## src/rtl/bcb_pkg.sv

```systemverilog
`timescale 1ns/1ps
package bcb_pkg;
  localparam int DATA_W = 32;
  localparam int OFS_W  = 20;

  localparam logic [OFS_W-1:0] OFS_SWITCH  = 20'h00200;
  localparam logic [OFS_W-1:0] OFS_STATUS  = 20'h00208;
  localparam logic [OFS_W-1:0] OFS_JUMPER  = 20'h00210;
  localparam logic [OFS_W-1:0] OFS_LEDS    = 20'h00408;
  localparam logic [OFS_W-1:0] OFS_HEXWORD = 20'h00410;
  localparam logic [OFS_W-1:0] OFS_CHAR0   = 20'h00418;
  localparam logic [OFS_W-1:0] OFS_SOFTRST = 20'h00500;
  localparam logic [OFS_W-1:0] OFS_BRKRST  = 20'h00508;
  localparam logic [OFS_W-1:0] OFS_GPOUT   = 20'h00A00;
  localparam logic [OFS_W-1:0] OFS_GPIN    = 20'h00A08;
  localparam logic [OFS_W-1:0] OFS_I2CIN   = 20'h00B00;
  localparam logic [OFS_W-1:0] OFS_I2COE   = 20'h00B08;
  localparam logic [OFS_W-1:0] OFS_I2COUT  = 20'h00B10;
  localparam logic [OFS_W-1:0] OFS_I2CSEL  = 20'h00B18;

  localparam logic [DATA_W-1:0] SOFTRST_KEY = 32'h0000_0042;
  localparam logic [DATA_W-1:0] I2CIN_RST   = 32'h0000_0003;
  localparam logic [DATA_W-1:0] I2COUT_RST  = 32'h0000_0003;
  localparam logic [7:0]        BRK_RST     = 8'h0A;
  localparam logic [7:0]        BLANK_CHAR  = 8'h20;
  localparam logic [DATA_W-1:0] STATUS_BE   = 32'h12;
  localparam logic [DATA_W-1:0] STATUS_LE   = 32'h10;

  typedef struct packed {
    logic sw;
    logic status;
    logic jumper;
    logic leds;
    logic hexword;
    logic chr;
    logic softrst;
    logic brk;
    logic gpout;
    logic gpin;
    logic i2cin;
    logic i2coe;
    logic i2cout;
    logic i2csel;
  } sel_t;

  // One nibble to its uppercase hex ASCII code.
  function automatic logic [7:0] hex_ascii(input logic [3:0] n);
    logic [7:0] base;
    base = (n > 4'd9) ? 8'd55 : 8'd48;
    return base + {4'b0, n};
  endfunction
endpackage

```

## src/rtl/bcb_decode.sv

```systemverilog
`timescale 1ns/1ps
module bcb_decode
  import bcb_pkg::*;
#(
  parameter int ADDR_W    = 32,
  parameter int NUM_CHARS = 8,
  parameter int CIDX_W    = $clog2(NUM_CHARS)
) (
  input  logic [ADDR_W-1:0] addr,
  output sel_t              sel,
  output logic [CIDX_W-1:0] chr_idx,
  output logic              rd_hit
);
  logic [OFS_W-1:0] ofs;
  logic [OFS_W-1:0] chr_rel;
  logic             unused_hi;

  assign ofs       = addr[OFS_W-1:0];
  assign unused_hi = ^addr[ADDR_W-1:OFS_W];
  assign chr_rel   = ofs - OFS_CHAR0;
  assign chr_idx   = chr_rel[CIDX_W+2:3];

  always_comb begin
    sel         = '0;
    sel.sw      = (ofs == OFS_SWITCH);
    sel.status  = (ofs == OFS_STATUS);
    sel.jumper  = (ofs == OFS_JUMPER);
    sel.leds    = (ofs == OFS_LEDS);
    sel.hexword = (ofs == OFS_HEXWORD);
    sel.chr     = (ofs >= OFS_CHAR0) && (chr_rel[2:0] == 3'b000) &&
                  (chr_rel[OFS_W-1:3] < (OFS_W-3)'(NUM_CHARS));
    sel.softrst = (ofs == OFS_SOFTRST);
    sel.brk     = (ofs == OFS_BRKRST);
    sel.gpout   = (ofs == OFS_GPOUT);
    sel.gpin    = (ofs == OFS_GPIN);
    sel.i2cin   = (ofs == OFS_I2CIN);
    sel.i2coe   = (ofs == OFS_I2COE);
    sel.i2cout  = (ofs == OFS_I2COUT);
    sel.i2csel  = (ofs == OFS_I2CSEL);
  end

  assign rd_hit = sel.sw | sel.status | sel.jumper | sel.leds | sel.brk |
                  sel.gpout | sel.gpin | sel.i2cin | sel.i2coe |
                  sel.i2cout | sel.i2csel;
endmodule

```

## src/rtl/bcb_display.sv

```systemverilog
`timescale 1ns/1ps
module bcb_display
  import bcb_pkg::*;
#(
  parameter int NUM_CHARS = 8,
  parameter int CIDX_W    = $clog2(NUM_CHARS)
) (
  input  logic                   clk,
  input  logic                   rst_n,
  input  logic                   wr_word,
  input  logic                   wr_chr,
  input  logic [CIDX_W-1:0]      chr_idx,
  input  logic [DATA_W-1:0]      wdata,
  output logic [NUM_CHARS*8-1:0] chars_o
);
  for (genvar g = 0; g < NUM_CHARS; g++) begin : g_char
    logic [7:0] ch_q;
    always_ff @(posedge clk or negedge rst_n) begin
      if (!rst_n) begin
        ch_q <= BLANK_CHAR;
      end else if (wr_word) begin
        ch_q <= hex_ascii(wdata[DATA_W-1-4*g -: 4]);
      end else if (wr_chr && (chr_idx == CIDX_W'(g))) begin
        ch_q <= wdata[7:0];
      end
    end
    assign chars_o[8*g +: 8] = ch_q;
  end
endmodule

```

## src/rtl/bcb_i2c.sv

```systemverilog
`timescale 1ns/1ps
module bcb_i2c
  import bcb_pkg::*;
(
  input  logic              clk,
  input  logic              rst_n,
  input  logic              wr_oe,
  input  logic              wr_out,
  input  logic              wr_sel,
  input  logic [DATA_W-1:0] wdata,
  input  logic              sda_in,
  output logic [DATA_W-1:0] out_q,
  output logic [1:0]        oe_q,
  output logic              sel_q,
  output logic [DATA_W-1:0] in_word,
  output logic              scl_o,
  output logic              sda_o
);
  always_ff @(posedge clk or negedge rst_n) begin
    if (!rst_n) begin
      out_q <= I2COUT_RST;
      oe_q  <= 2'b00;
      sel_q <= 1'b1;
    end else begin
      if (wr_out) out_q <= wdata;
      if (wr_oe)  oe_q  <= wdata[1:0];
      if (wr_sel) sel_q <= wdata[0];
    end
  end

  assign scl_o   = out_q[1];
  assign sda_o   = out_q[0];
  assign in_word = {I2CIN_RST[DATA_W-1:1], sda_in};
endmodule

```

## src/rtl/board_ctl_bank.sv

```systemverilog
`timescale 1ns/1ps
module board_ctl_bank
  import bcb_pkg::*;
#(
  parameter int ADDR_W    = 32,
  parameter int NUM_CHARS = 8,
  localparam int CIDX_W   = $clog2(NUM_CHARS),
  localparam int DISP_W   = NUM_CHARS * 8
) (
  input  logic              clk,
  input  logic              rst_n,
  input  logic [ADDR_W-1:0] bus_addr,
  input  logic              bus_we,
  input  logic [31:0]       bus_wdata,
  input  logic              bus_re,
  output logic [31:0]       bus_rdata,
  input  logic              strap_big_endian,
  input  logic              i2c_sda_i,
  output logic              i2c_scl_o,
  output logic              i2c_sda_o,
  output logic              reset_req_o,
  output logic [DISP_W-1:0] disp_chars_o
);
  sel_t              sel;
  logic [CIDX_W-1:0] chr_idx;
  logic              rd_hit;

  // Named internal events used by the checker.
  logic              disp_wr_evt;
  logic              key_wr_evt;

  logic [7:0]        leds_q, brk_q, gpout_q;
  logic              rst_req_q;
  logic [31:0]       rdata_q, rd_mux;
  logic [31:0]       i2c_out_q, i2c_in_word;
  logic [1:0]        i2c_oe_q;
  logic              i2c_sel_q;

  bcb_decode #(.ADDR_W(ADDR_W), .NUM_CHARS(NUM_CHARS), .CIDX_W(CIDX_W)) u_dec (
    .addr    (bus_addr),
    .sel     (sel),
    .chr_idx (chr_idx),
    .rd_hit  (rd_hit)
  );

  assign disp_wr_evt = bus_we && (sel.hexword || sel.chr);
  assign key_wr_evt  = bus_we && sel.softrst && (bus_wdata == SOFTRST_KEY);

  bcb_display #(.NUM_CHARS(NUM_CHARS), .CIDX_W(CIDX_W)) u_disp (
    .clk     (clk),
    .rst_n   (rst_n),
    .wr_word (bus_we && sel.hexword),
    .wr_chr  (bus_we && sel.chr),
    .chr_idx (chr_idx),
    .wdata   (bus_wdata),
    .chars_o (disp_chars_o)
  );

  bcb_i2c u_i2c (
    .clk     (clk),
    .rst_n   (rst_n),
    .wr_oe   (bus_we && sel.i2coe),
    .wr_out  (bus_we && sel.i2cout),
    .wr_sel  (bus_we && sel.i2csel),
    .wdata   (bus_wdata),
    .sda_in  (i2c_sda_i),
    .out_q   (i2c_out_q),
    .oe_q    (i2c_oe_q),
    .sel_q   (i2c_sel_q),
    .in_word (i2c_in_word),
    .scl_o   (i2c_scl_o),
    .sda_o   (i2c_sda_o)
  );

  always_ff @(posedge clk or negedge rst_n) begin
    if (!rst_n) begin
      leds_q    <= 8'h00;
      brk_q     <= BRK_RST;
      gpout_q   <= 8'h00;
      rst_req_q <= 1'b0;
    end else begin
      if (bus_we && sel.leds)  leds_q  <= bus_wdata[7:0];
      if (bus_we && sel.brk)   brk_q   <= bus_wdata[7:0];
      if (bus_we && sel.gpout) gpout_q <= bus_wdata[7:0];
      rst_req_q <= key_wr_evt && !rst_req_q;
    end
  end

  always_comb begin
    rd_mux = '0;
    if (sel.status) rd_mux = strap_big_endian ? STATUS_BE : STATUS_LE;
    if (sel.leds)   rd_mux = {24'b0, leds_q};
    if (sel.brk)    rd_mux = {24'b0, brk_q};
    if (sel.gpout)  rd_mux = {24'b0, gpout_q};
    if (sel.gpin)   rd_mux = i2c_sel_q ? i2c_out_q : 32'h0;
    if (sel.i2cin)  rd_mux = i2c_in_word;
    if (sel.i2coe)  rd_mux = {30'b0, i2c_oe_q};
    if (sel.i2cout) rd_mux = i2c_out_q;
    if (sel.i2csel) rd_mux = {31'b0, i2c_sel_q};
  end

  always_ff @(posedge clk or negedge rst_n) begin
    if (!rst_n)      rdata_q <= '0;
    else if (bus_re) rdata_q <= rd_mux;
  end

  assign bus_rdata   = rdata_q;
  assign reset_req_o = rst_req_q;
endmodule

```

## config.mk

```make
export PLATFORM = sky130hd
export DESIGN_NAME = board_ctl_bank
export DESIGN_NICKNAME = d
export VERILOG_FILES = /design/src/rtl/bcb_pkg.sv /design/src/rtl/bcb_decode.sv /design/src/rtl/bcb_display.sv /design/src/rtl/bcb_i2c.sv /design/src/rtl/board_ctl_bank.sv
export SDC_FILE = /design/constraint.sdc
export NUM_CORES = 1
export LEC_CHECK = 0
export BUFFER_PORTS_ARGS = -buffer_cell sky130_fd_sc_hd__buf_2
export CAP_MARGIN = 25
export CELL_PAD_IN_SITES_DETAIL_PLACEMENT = 1
export CELL_PAD_IN_SITES_GLOBAL_PLACEMENT = 1
export CORE_MARGIN = 5
export CORE_UTILIZATION = 38
export CTS_CLUSTER_DIAMETER = 50
export DETAILED_ROUTE_END_ITERATION = 6
export PLACE_DENSITY_LB_ADDON = 0.08
export SLEW_MARGIN = 10
export SYNTH_ARGS = -nofsm -noshare
export SYNTH_HDL_FRONTEND = slang
export SYNTH_SLANG_ARGS = --single-unit
```

## constraint.sdc

```tcl
create_clock -name clk -period 1.4 [get_ports clk]
set_input_delay 0.07 -clock clk [delete_from_list [all_inputs] [get_ports clk]]
set_output_delay 0.07 -clock clk [all_outputs]
set_load 0.03 [all_outputs]
```

==> results of run 1 <==
==> registers in the layout, summed over array words and instances, names as in the netlist <==
register / cells
leds_q: 8
reset_req_o: 1
u_i2c.sel_q: 1
gpout_q: 8
u_i2c.out_q: 32
bus_rdata: 32
u_disp.g_char.ch_q: 64
u_i2c.oe_q: 2
brk_q: 8
==> power by group <==
group	internal, mW	switching [mW]
Sequential	4.50	0.000118
Combinational	0.539	0.778
Clock	2.44	2.40
==> timing repair <==
item / in CTS / in global routing
gates cloned: 10 / 8
resized for setup: 128 / 83
pin swaps: 47 / 55
hold buffers: 6 / 0
endpoints found under the hold margin: 151 / 0
endpoints found under the setup margin: 138 / 150
buffers inserted: 21 / 11
==> cell usage in the layout, fill, tap and decap left out, types with 8 or more instances in the layout <==
cell and n:
buf_2 149, dfrtp_1 143, buf_4 142, nand2_1 66, mux2_2 53, o211ai_1 40
o21ai_0 39, nand3_2 38, buf_6 36, nor2_1 30, inv_1 28, a22o_1 24
clkbuf_16 24, nand3_1 23, a21oi_1 19, ha_1 16, nor2b_1 15, nand2b_1 14
dfstp_2 13, buf_12 13, nand4_1 11, mux2_4 10, o22a_1 8, mux2i_1 8
o221ai_2 8, buf_8 8
==> cell families after synthesis <==
group                    count (synthesis)  share of synthesized area, %
AO/OA/AOI/OAI                          183                         16.12
XOR/XNOR                                 7                        0.7646
adder cells (fa/ha/maj)                 23                         4.244
buffers and inverters                   73                         3.448
flip-flops                             156                         48.88
multiplexers                            72                         9.970
AND/OR/NAND/NOR                        267                         16.57
==> stage by stage <==
| step | area (µm²) | TNS [ns] | hold slack, ns |
|---|---|---|---|
| after floorplan | 8197 | -49.69 | -0.2256 |
| after global placement | 10470 | -99.02 | -0.02306 |
| after detailed placement | 10480 | -103.47 | -0.01650 |
| after CTS | 12000 | -8.541 | 0.001410 |
| after global routing | 12550 | -20.92 | 0.01810 |
| final | 12550 | -14.68 | 0.01234 |
==> metal layers <==
layer  vias up  wire length, µm  track usage [%]
li1       3565                -                -
met1      4205            13890            34.13
met2       288            18440            48.69
met3        74             1651            4.423
met4         0             1251            11.17
met5         -                0                0
==> worst min-delay path, delay by kind of cell <==
kind / cells / cell delay, ns
buf+inv: 2 / 0.21
mux: 1 / 0.14
==> cell type report <==
| type | instances | area [µm²] |
|---|---|---|
| clock inverters | 15 | 191.4 |
| multi-input cells | 552 | 4583 |
| fillers | 2247 | 8335 |
| inverters | 29 | 111.4 |
| well taps | 275 | 344.1 |
| clock buffers | 17 | 425.4 |
| repair buffers | 367 | 2978 |
| flip-flops and latches | 156 | 3920 |
==> path summary, 6_finish.rpt <==
path | start | endpoint | slack (ns) | cells past startpoint
hold reg to reg | u_i2c.out_q[29]$_DFFE_PN0P_ | bus_rdata[29]$_DFFE_PN0P_ | 0.50 | 1
setup reg to reg | brk_q[1]$_DFFE_PN1P_ | bus_rdata[1]$_DFFE_PN0P_ | -0.16 | 6
setup / recovery | bus_addr[11] | u_disp.g_char[0].ch_q[6]$_DFFE_PN0P_ | -0.30 | 12
min in group asynchronous | rst_n | bus_rdata[28]$_DFFE_PN0P_ | 0.08 | 2
max in group asynchronous | rst_n | u_disp.g_char[1].ch_q[5]$_DFFE_PN1P_ | 0.66 | 3
hold / removal | bus_wdata[17] | u_i2c.out_q[17]$_DFFE_PN0P_ | 0.01 | 3
==> results.cfg, run 1 <==
[outcome]
status = finished, violations left
violations = negative setup slack

[clock_network]
htree_levels = 4
cts_tree = yes
clockBufferDepth = 2
numCtsBuffers = 17
numClockSinks = 156
insertion_delay_ns = 0.44
clk_pin_slew_ns = 0.07
root_buffer = clkbuf_16

[run]
max_cap_viol_count = 0

[global_routing]
grt_start_max_net_pins = 52
grt_pass1_vias = 8884
grt_pass1_wl_mm = 51.40
grt_usage_pct = 27.75
antenna_found_initial = 0
grt_overflow = 0

[power]
total_power_mw = 10.66
power_density_mw_per_mm2 = 849.1
p_leak_nw = 6.148
ir_worst_vdd_uv = 833.4

[setup_path]
cp_slowest_cell = nor4_1
crit_arrival_ns = 2.07
worstSetupPathType = in -> reg
cp_slowest_stage_delay_ns = 0.38
cp_max_fo = 8
required_ns = 1.77
crit_chain = buf_8 > buf_12 > nor3b_4 > nand2_1 > buf_4 > nor4_1 > buf_4 > nand4_1 > buf_6 > buf_8 > o22a_1 > nand2_1
critical-path-top-delay-family = buffers and inverters
cp-end-kind = flip-flop
startpoint_type = input pin
cp_num_buf_inv = 6

[hold_path]
hp-class = in -> reg

[die]
die_h_um = 155.3
die_w_um = 155.3
rows = 53
pin_count = 169
start_util_pct = 38.39
coreArea_mm2 = 0.02089
dieArea_mm2 = 0.02411

[placement]
port-buffer-count = 156
dp_slack_ns = -0.8322
gp_congestion = 0.8793
placed_cells = 1329
hpwl_mm = 23.23

[finish]
drive_gt1_share_pct = 51.41
nets = 1216
stdcell_count = 1411
area_delta_synth_final_pct = 56.55
diodes = 0
post-route-util_pct = 60.10

[detailed_routing]
ant_nets = 0
drc = 0
vias = 8132
initialDrtViolationCount = 473
wl_per_cell_um = 24.97
routed_via_density = 5.763
wl_mm = 35.23
dr.pass1.iters = 5

[synth]
async_reset_ff_share_pct = 100.0
synth_area_mm2 = 0.008019
synth_largest_area_cell = dfrtp_1
synthCells = 781
synth_flop_cell = dfrtp_1
syn-mean-instance-area_um2 = 10.27
postSynthNetCount = 874
synthTopCellsByCount = dfrtp_1, nand2_1, nand3_1, mux2_2, o21ai_0
synth_top_area_share_pct = 44.62
ys_seq_area_share_pct = 48.88
synth_cell_types = 53
yosys-top-cells-area = dfrtp_1, mux2_2, dfstp_2, nand3_1, o211ai_1
yosys_register_bits = 156
synth_edf_count = 0
yosys.cell_count.top_type = dfrtp_1
yosysWarnings = 0

[timing]
finalCriticalPeriod_ns = 1.700
relSlewSlack_pct = 67.57
finalHoldViolations = 0
rsz0062_at_grt = true
fmax_mhz = 588.3
setup_viol = 140
slew_violations = 0
period_share_pct = 121.4
worst_slack_ns = -0.2999
tightest_slew_ns = 0.4820
fin_skew_ns = 0.01120
Power figures use the tool's default switching activity.
==> inputs of run 2 (changes only) <==
--- a/config.mk
+++ b/config.mk
@@ -14,6 +14,7 @@
 export CTS_CLUSTER_DIAMETER = 50
 export DETAILED_ROUTE_END_ITERATION = 6
 export PLACE_DENSITY_LB_ADDON = 0.08
+export SETUP_SLACK_MARGIN = 0.3
 export SLEW_MARGIN = 10
 export SYNTH_ARGS = -nofsm -noshare
 export SYNTH_HDL_FRONTEND = slang
==> run 2 against run 1 <==
Against the previous run:
- the run still ends with negative setup slack left
- hold slack better by 0.0023 ns
- critical path depth decreased by 3
- total power fell by 0.60%
- sequential share of layout area down 0.66 points
- routed wire length grew 0.72%
- die area unchanged
- first-iteration DRC count is 13% lower
- clock skew down 0.0042 ns
- clock power is 1% lower
- non-clock buffer count grew 27
- critical path type unchanged
==> results.cfg, run 2 (synthesis results as in run 1) <==
[outcome]
status = finished, violations left
violations = negative setup slack

[finish]
nets = 1245
largest-register = u_disp.g_char.ch_q
final_common_cell = buf_4
stdcell_count = 1440
drive_gt1_share_pct = 50.73
largest_register_ffs = 64
diodes = 0
n_fill_cell = 2236
area_delta_synth_final_pct = 59.96
final_cell_mix = buf_4, dfrtp_1, buf_2, buf_6, nand2_1
post-route-util_pct = 61.41

[placement]
port-buffer-count = 156
hpwl_mm = 23.19
gp_congestion = 0.8997
placed_cells = 1322

[timing]
rsz0062_at_grt = true
relSlewSlack_pct = 66.98
tightest_slew_ns = 0.4907
finalCriticalPeriod_ns = 1.682
fmax_mhz = 594.4
worst_slack_ns = -0.2824
fin_skew_ns = 0.006985
setup_viol = 128
finalHoldViolations = 0
slew_violations = 0
period_share_pct = 120.2

[global_routing]
grt_overflow = 0
grt_start_max_net_pins = 61
grt_pass1_vias = 8765
grt_usage_pct = 27.18
antenna_found_initial = 0
grt_pass1_wl_mm = 50.75

[clock_network]
numCtsBuffers = 17
cts_tree = yes
insertion_delay_ns = 0.44
numClockSinks = 156
htree_levels = 4
clockBufferDepth = 2
clk_pin_slew_ns = 0.06
root_buffer = clkbuf_16

[die]
die_w_um = 155.3
coreArea_mm2 = 0.02089
rows = 53
die_h_um = 155.3
start_util_pct = 38.39
pin_count = 169
dieArea_mm2 = 0.02411

[power]
power_density_mw_per_mm2 = 825.9
p_clk_share_pct = 45.1
ir_worst_vdd_uv = 636.8
netSwitchingPower_mw = 2.843
total_power_mw = 10.59
swShare_pct = 26.84
seqPwrFrac_pct = 42.6
pwr-share-comb_pct = 12.3
cell_internal_pwr_mw = 7.751
p_leak_nw = 6.235

[setup_path]
cp_max_fo = 7
startpoint_type = input pin
required_ns = 1.73
worstSetupPathType = in -> reg
crit_arrival_ns = 2.02
cp-end-kind = flip-flop

[detailed_routing]
vias = 8296
dr.pass1.iters = 5
initialDrtViolationCount = 412
drc = 0
wl_mm = 35.48
ant_nets = 0
routed_via_density = 5.761
wl_per_cell_um = 24.64

[run]
max_cap_viol_count = 0

[hold_path]
hp-class = in -> reg
-- run 2: changes by cell type in the layout (fill, tap and decap cells not counted), moves of 7 or more --
cell	previous run	this run
buf_2	149	107
buf_6	36	75
buf_4	142	178
nand3_1	23	38
nand3_2	38	24
buf_12	13	21
mux2_2	53	45
mux2_4	10	18
o21ai_1	0	8
clkinv_8	7	0
-- run 2: power groups by stage --
stage	sequential [mW]	combinational, mW	clock (mW)
after CTS	4.51	1.22	4.82
after global placement	4.59	1.11	0
final	4.51	1.31	4.78
after detailed placement	4.59	1.15	0
after global routing	4.50	1.39	5.05
after floorplan	4.59	0.382	0
-- run 2: critical path: stages --
cell,delay (ns)
buf_6,0.10
or4_4,0.52
o21a_1,0.24
a211oi_4,0.22
buf_6,0.18
nand4_1,0.15
buf_4,0.19
buf_6,0.14
o211ai_1,0.22
-- run 2: area by class of cell --
type | instances | area (µm²) | area share, %
Tap cell | 275 | 344.1 | 2.682
Sequential cell | 156 | 3921 | 30.57
Inverter | 29 | 108.9 | 0.8486
Clock buffer | 18 | 439.2 | 3.424
Multi-Input combinational cell | 554 | 4487 | 34.98
Clock inverter | 14 | 160.2 | 1.249
Timing Repair Buffer | 394 | 3367 | 26.25
-- run 2: path summary, 6_finish.rpt --
check | from | to | slack, ns | cells after the start
worst max-delay path | bus_addr[16] | u_disp.g_char[3].ch_q[4]$_DFFE_PN0P_ | -0.28 | 9
min in group asynchronous | rst_n | bus_rdata[21]$_DFFE_PN0P_ | 0.02 | 2
worst min register to register | u_i2c.out_q[19]$_DFFE_PN0P_ | bus_rdata[19]$_DFFE_PN0P_ | 0.49 | 1
worst max register to register | u_i2c.sel_q$_DFFE_PN1P_ | bus_rdata[16]$_DFFE_PN0P_ | -0.10 | 6
max in group asynchronous | rst_n | u_disp.g_char[1].ch_q[5]$_DFFE_PN1P_ | 0.78 | 3
worst min-delay path | bus_wdata[8] | reset_req_o$_DFF_PN0_ | 0.01 | 4
-- run 2: routing by layer --
layer  up-vias  wire (µm)  GRT usage (%)
met3        80       1911          3.894
met2       302      18320          47.42
met4         0       1233          11.30
met5         -          0              0
met1      4292      14020          33.80
li1       3622          -              -
-- run 2: stage by stage --
stage | setup TNS, ns | setup WS, ns | area (µm²) | hold slack [ns]
6_report | -23.46 | -0.2824 | 12830 | 0.01464
5_1_grt | -29.36 | -0.3318 | 12830 | 0.01996
3_5_place_dp | -107.82 | -0.8669 | 10450 | -0.1004
2_1_floorplan | -50.02 | -0.5019 | 8204 | -0.2256
3_3_place_gp | -104.79 | -0.8341 | 10440 | -0.09863
4_1_cts | -14.69 | -0.2017 | 11850 | 0.004245
-- run 2: what timing repair did --
| item | CTS | global route |
|---|---|---|
| gates cloned | 9 | 9 |
| pin swaps | 43 | 51 |
| endpoints found under the setup margin | 177 | 197 |
| gates resized for setup | 125 | 151 |
| hold buffers | 5 | 0 |
| endpoints found under the hold margin | 153 | 0 |
| buffers inserted | 26 | 37 |
==> inputs of run 3 (changes only) <==
--- a/config.mk
+++ b/config.mk
@@ -13,6 +13,7 @@
 export CORE_UTILIZATION = 38
 export CTS_CLUSTER_DIAMETER = 50
 export DETAILED_ROUTE_END_ITERATION = 6
+export MAX_ROUTING_LAYER = met4
 export PLACE_DENSITY_LB_ADDON = 0.08
 export SETUP_SLACK_MARGIN = 0.3
 export SLEW_MARGIN = 10
==> run 3 against run 2 <==
Against the previous run:
- the flow still finishes with violations (negative setup slack)
- final cell count increased by 1.1%
- die area is the same
- sequential power is essentially flat
- flip-flop and latch count unchanged
- clock power is 3% lower
- global-route usage up 1.1 points
- register-to-register slack worse by 0.07 ns
- setup slack improved by 0.014 ns
- clock skew grew 0.0081 ns
- hold slack improved by 0.0089 ns
- largest cell class unchanged
==> results.cfg, run 3 (synthesis results as in run 1) <==
[power]
pwr-share-comb_pct = 12.7
ir_worst_vdd_uv = 836.2
seqPwrFrac_pct = 42.9
p_leak_nw = 6.303
power_density_mw_per_mm2 = 801.3
swShare_pct = 27.91
total_power_mw = 10.50
p_clk_share_pct = 44.3
cell_internal_pwr_mw = 7.566
netSwitchingPower_mw = 2.930

[clock_network]
root_buffer = clkbuf_16
cts_tree = yes
htree_levels = 4
numCtsBuffers = 17
clockBufferDepth = 2
clk_pin_slew_ns = 0.07
insertion_delay_ns = 0.44
numClockSinks = 156

[die]
rows = 53
coreArea_mm2 = 0.02089
start_util_pct = 38.39
die_h_um = 155.3
die_w_um = 155.3
dieArea_mm2 = 0.02411
pin_count = 169

[setup_path]
cp_slowest_stage_delay_ns = 0.56
required_ns = 1.72
cp_max_fo = 7
worstSetupPathType = in -> reg
cp_slowest_cell = or4_4
cp-end-kind = flip-flop
crit_arrival_ns = 1.99
startpoint_type = input pin
crit_chain = buf_8 > nor4_4 > nand3_2 > buf_4 > buf_6 > or4_4 > nand2_4 > buf_12 > o22a_1 > nand2_1

[placement]
hpwl_mm = 23.11
port-buffer-count = 156
gp_congestion = 0.8919
dp_slack_ns = -0.8788

[timing]
holdWs_ns = 0.02358
fmax_mhz = 599.5
finalCriticalPeriod_ns = 1.668
tightest_slew_ns = 0.4901
slew_violations = 0
period_share_pct = 119.1
fin_skew_ns = 0.01510
relSlewSlack_pct = 67.02
rsz0062_at_grt = true
timing.setup.tns_ns = -21.18
setup_viol = 138
finalHoldViolations = 0
worst_slack_ns = -0.2679

[detailed_routing]
routed_via_density = 5.762
drc = 0
wl_mm = 36.38
wl_per_cell_um = 24.99
dr.pass1.iters = 4
vias = 8390
initialDrtViolationCount = 466
ant_nets = 0

[finish]
largest-register = u_disp.g_char.ch_q
final_cell_mix = buf_4, dfrtp_1, buf_6, buf_2, nand2_1
diodes = 0
nets = 1261
final_common_cell = buf_4
drive_gt1_share_pct = 52.24
post-route-util_pct = 62.71
largest_register_ffs = 64
area_delta_synth_final_pct = 63.35

[hold_path]
hp-class = in -> reg

[outcome]
status = finished, violations left
violations = negative setup slack

[global_routing]
grt_pass1_vias = 8764
grt_start_max_net_pins = 45
antenna_found_initial = 0
grt_usage_pct = 28.30
grt_overflow = 0
grt_pass1_wl_mm = 51.24

[run]
max_cap_viol_count = 0
-- run 3: worst paths after layout --
kind	from	endpoint	slack, ns	cells past startpoint
max	bus_addr[7]	u_disp.g_char[1].ch_q[6]$_DFFE_PN0P_	-0.27	10
min	bus_wdata[12]	u_i2c.out_q[12]$_DFFE_PN0P_	0.02	3
max reg2reg	leds_q[1]$_DFFE_PN0P_	bus_rdata[1]$_DFFE_PN0P_	-0.17	6
min reg2reg	u_i2c.out_q[19]$_DFFE_PN0P_	bus_rdata[19]$_DFFE_PN0P_	0.50	1
max in group asynchronous	rst_n	u_disp.g_char[2].ch_q[7]$_DFFE_PN0P_	0.63	3
min in group asynchronous	rst_n	bus_rdata[21]$_DFFE_PN0P_	0.12	2
-- run 3: critical path, delay by kind of cell --
family	cells	cell delay, ns
AOI/OAI and AO/OA	1	0.16
buffers and inverters	4	0.52
and+or+nand+nor	5	1.22
-- run 3: area by class of cell --
type                    instances  area (µm²)
inverters                      29       108.9
clock inverters                15       160.2
well taps                     275       344.1
flip-flops and latches        156        3921
multi-input cells             554        4573
fillers                      2206        7790
clock buffers                  17       425.4
repair buffers                410        3566
-- run 3: repair_timing --
action,in CTS,in global routing
gates cloned,9,8
pin swaps,45,23
buffers inserted,23,50
resized for setup,196,163
hold buffers,6,0
setup endpoints to repair,176,229
endpoints found under the hold margin,148,0
-- run 3: power by group through the flow --
stage	combinational (mW)	clock, mW	sequential [mW]
6_report	1.33	4.65	4.51
5_1_grt	1.42	4.95	4.50
4_1_cts	1.26	4.71	4.51
3_5_place_dp	1.15	0	4.59
3_3_place_gp	1.11	0	4.59
2_1_floorplan	0.382	0	4.59
-- run 3: metal layers --
metal / global-route usage, % / up-vias / share of wire [%]
li1: - / 3648 / -
met3: 4.339 / 88 / 5.4
met4: 8.712 / 0 / 3.6
met2: 48.31 / 330 / 52
met1: 34.82 / 4324 / 39
met5: - / - / 0
-- run 3: stage by stage --
step           cell area, µm²  instances
3_5_place_dp            10470       1328
3_3_place_gp            10460       1327
5_1_grt                 13100       1456
4_1_cts                 12190       1398
6_report                13100       1456
2_1_floorplan            8204        781
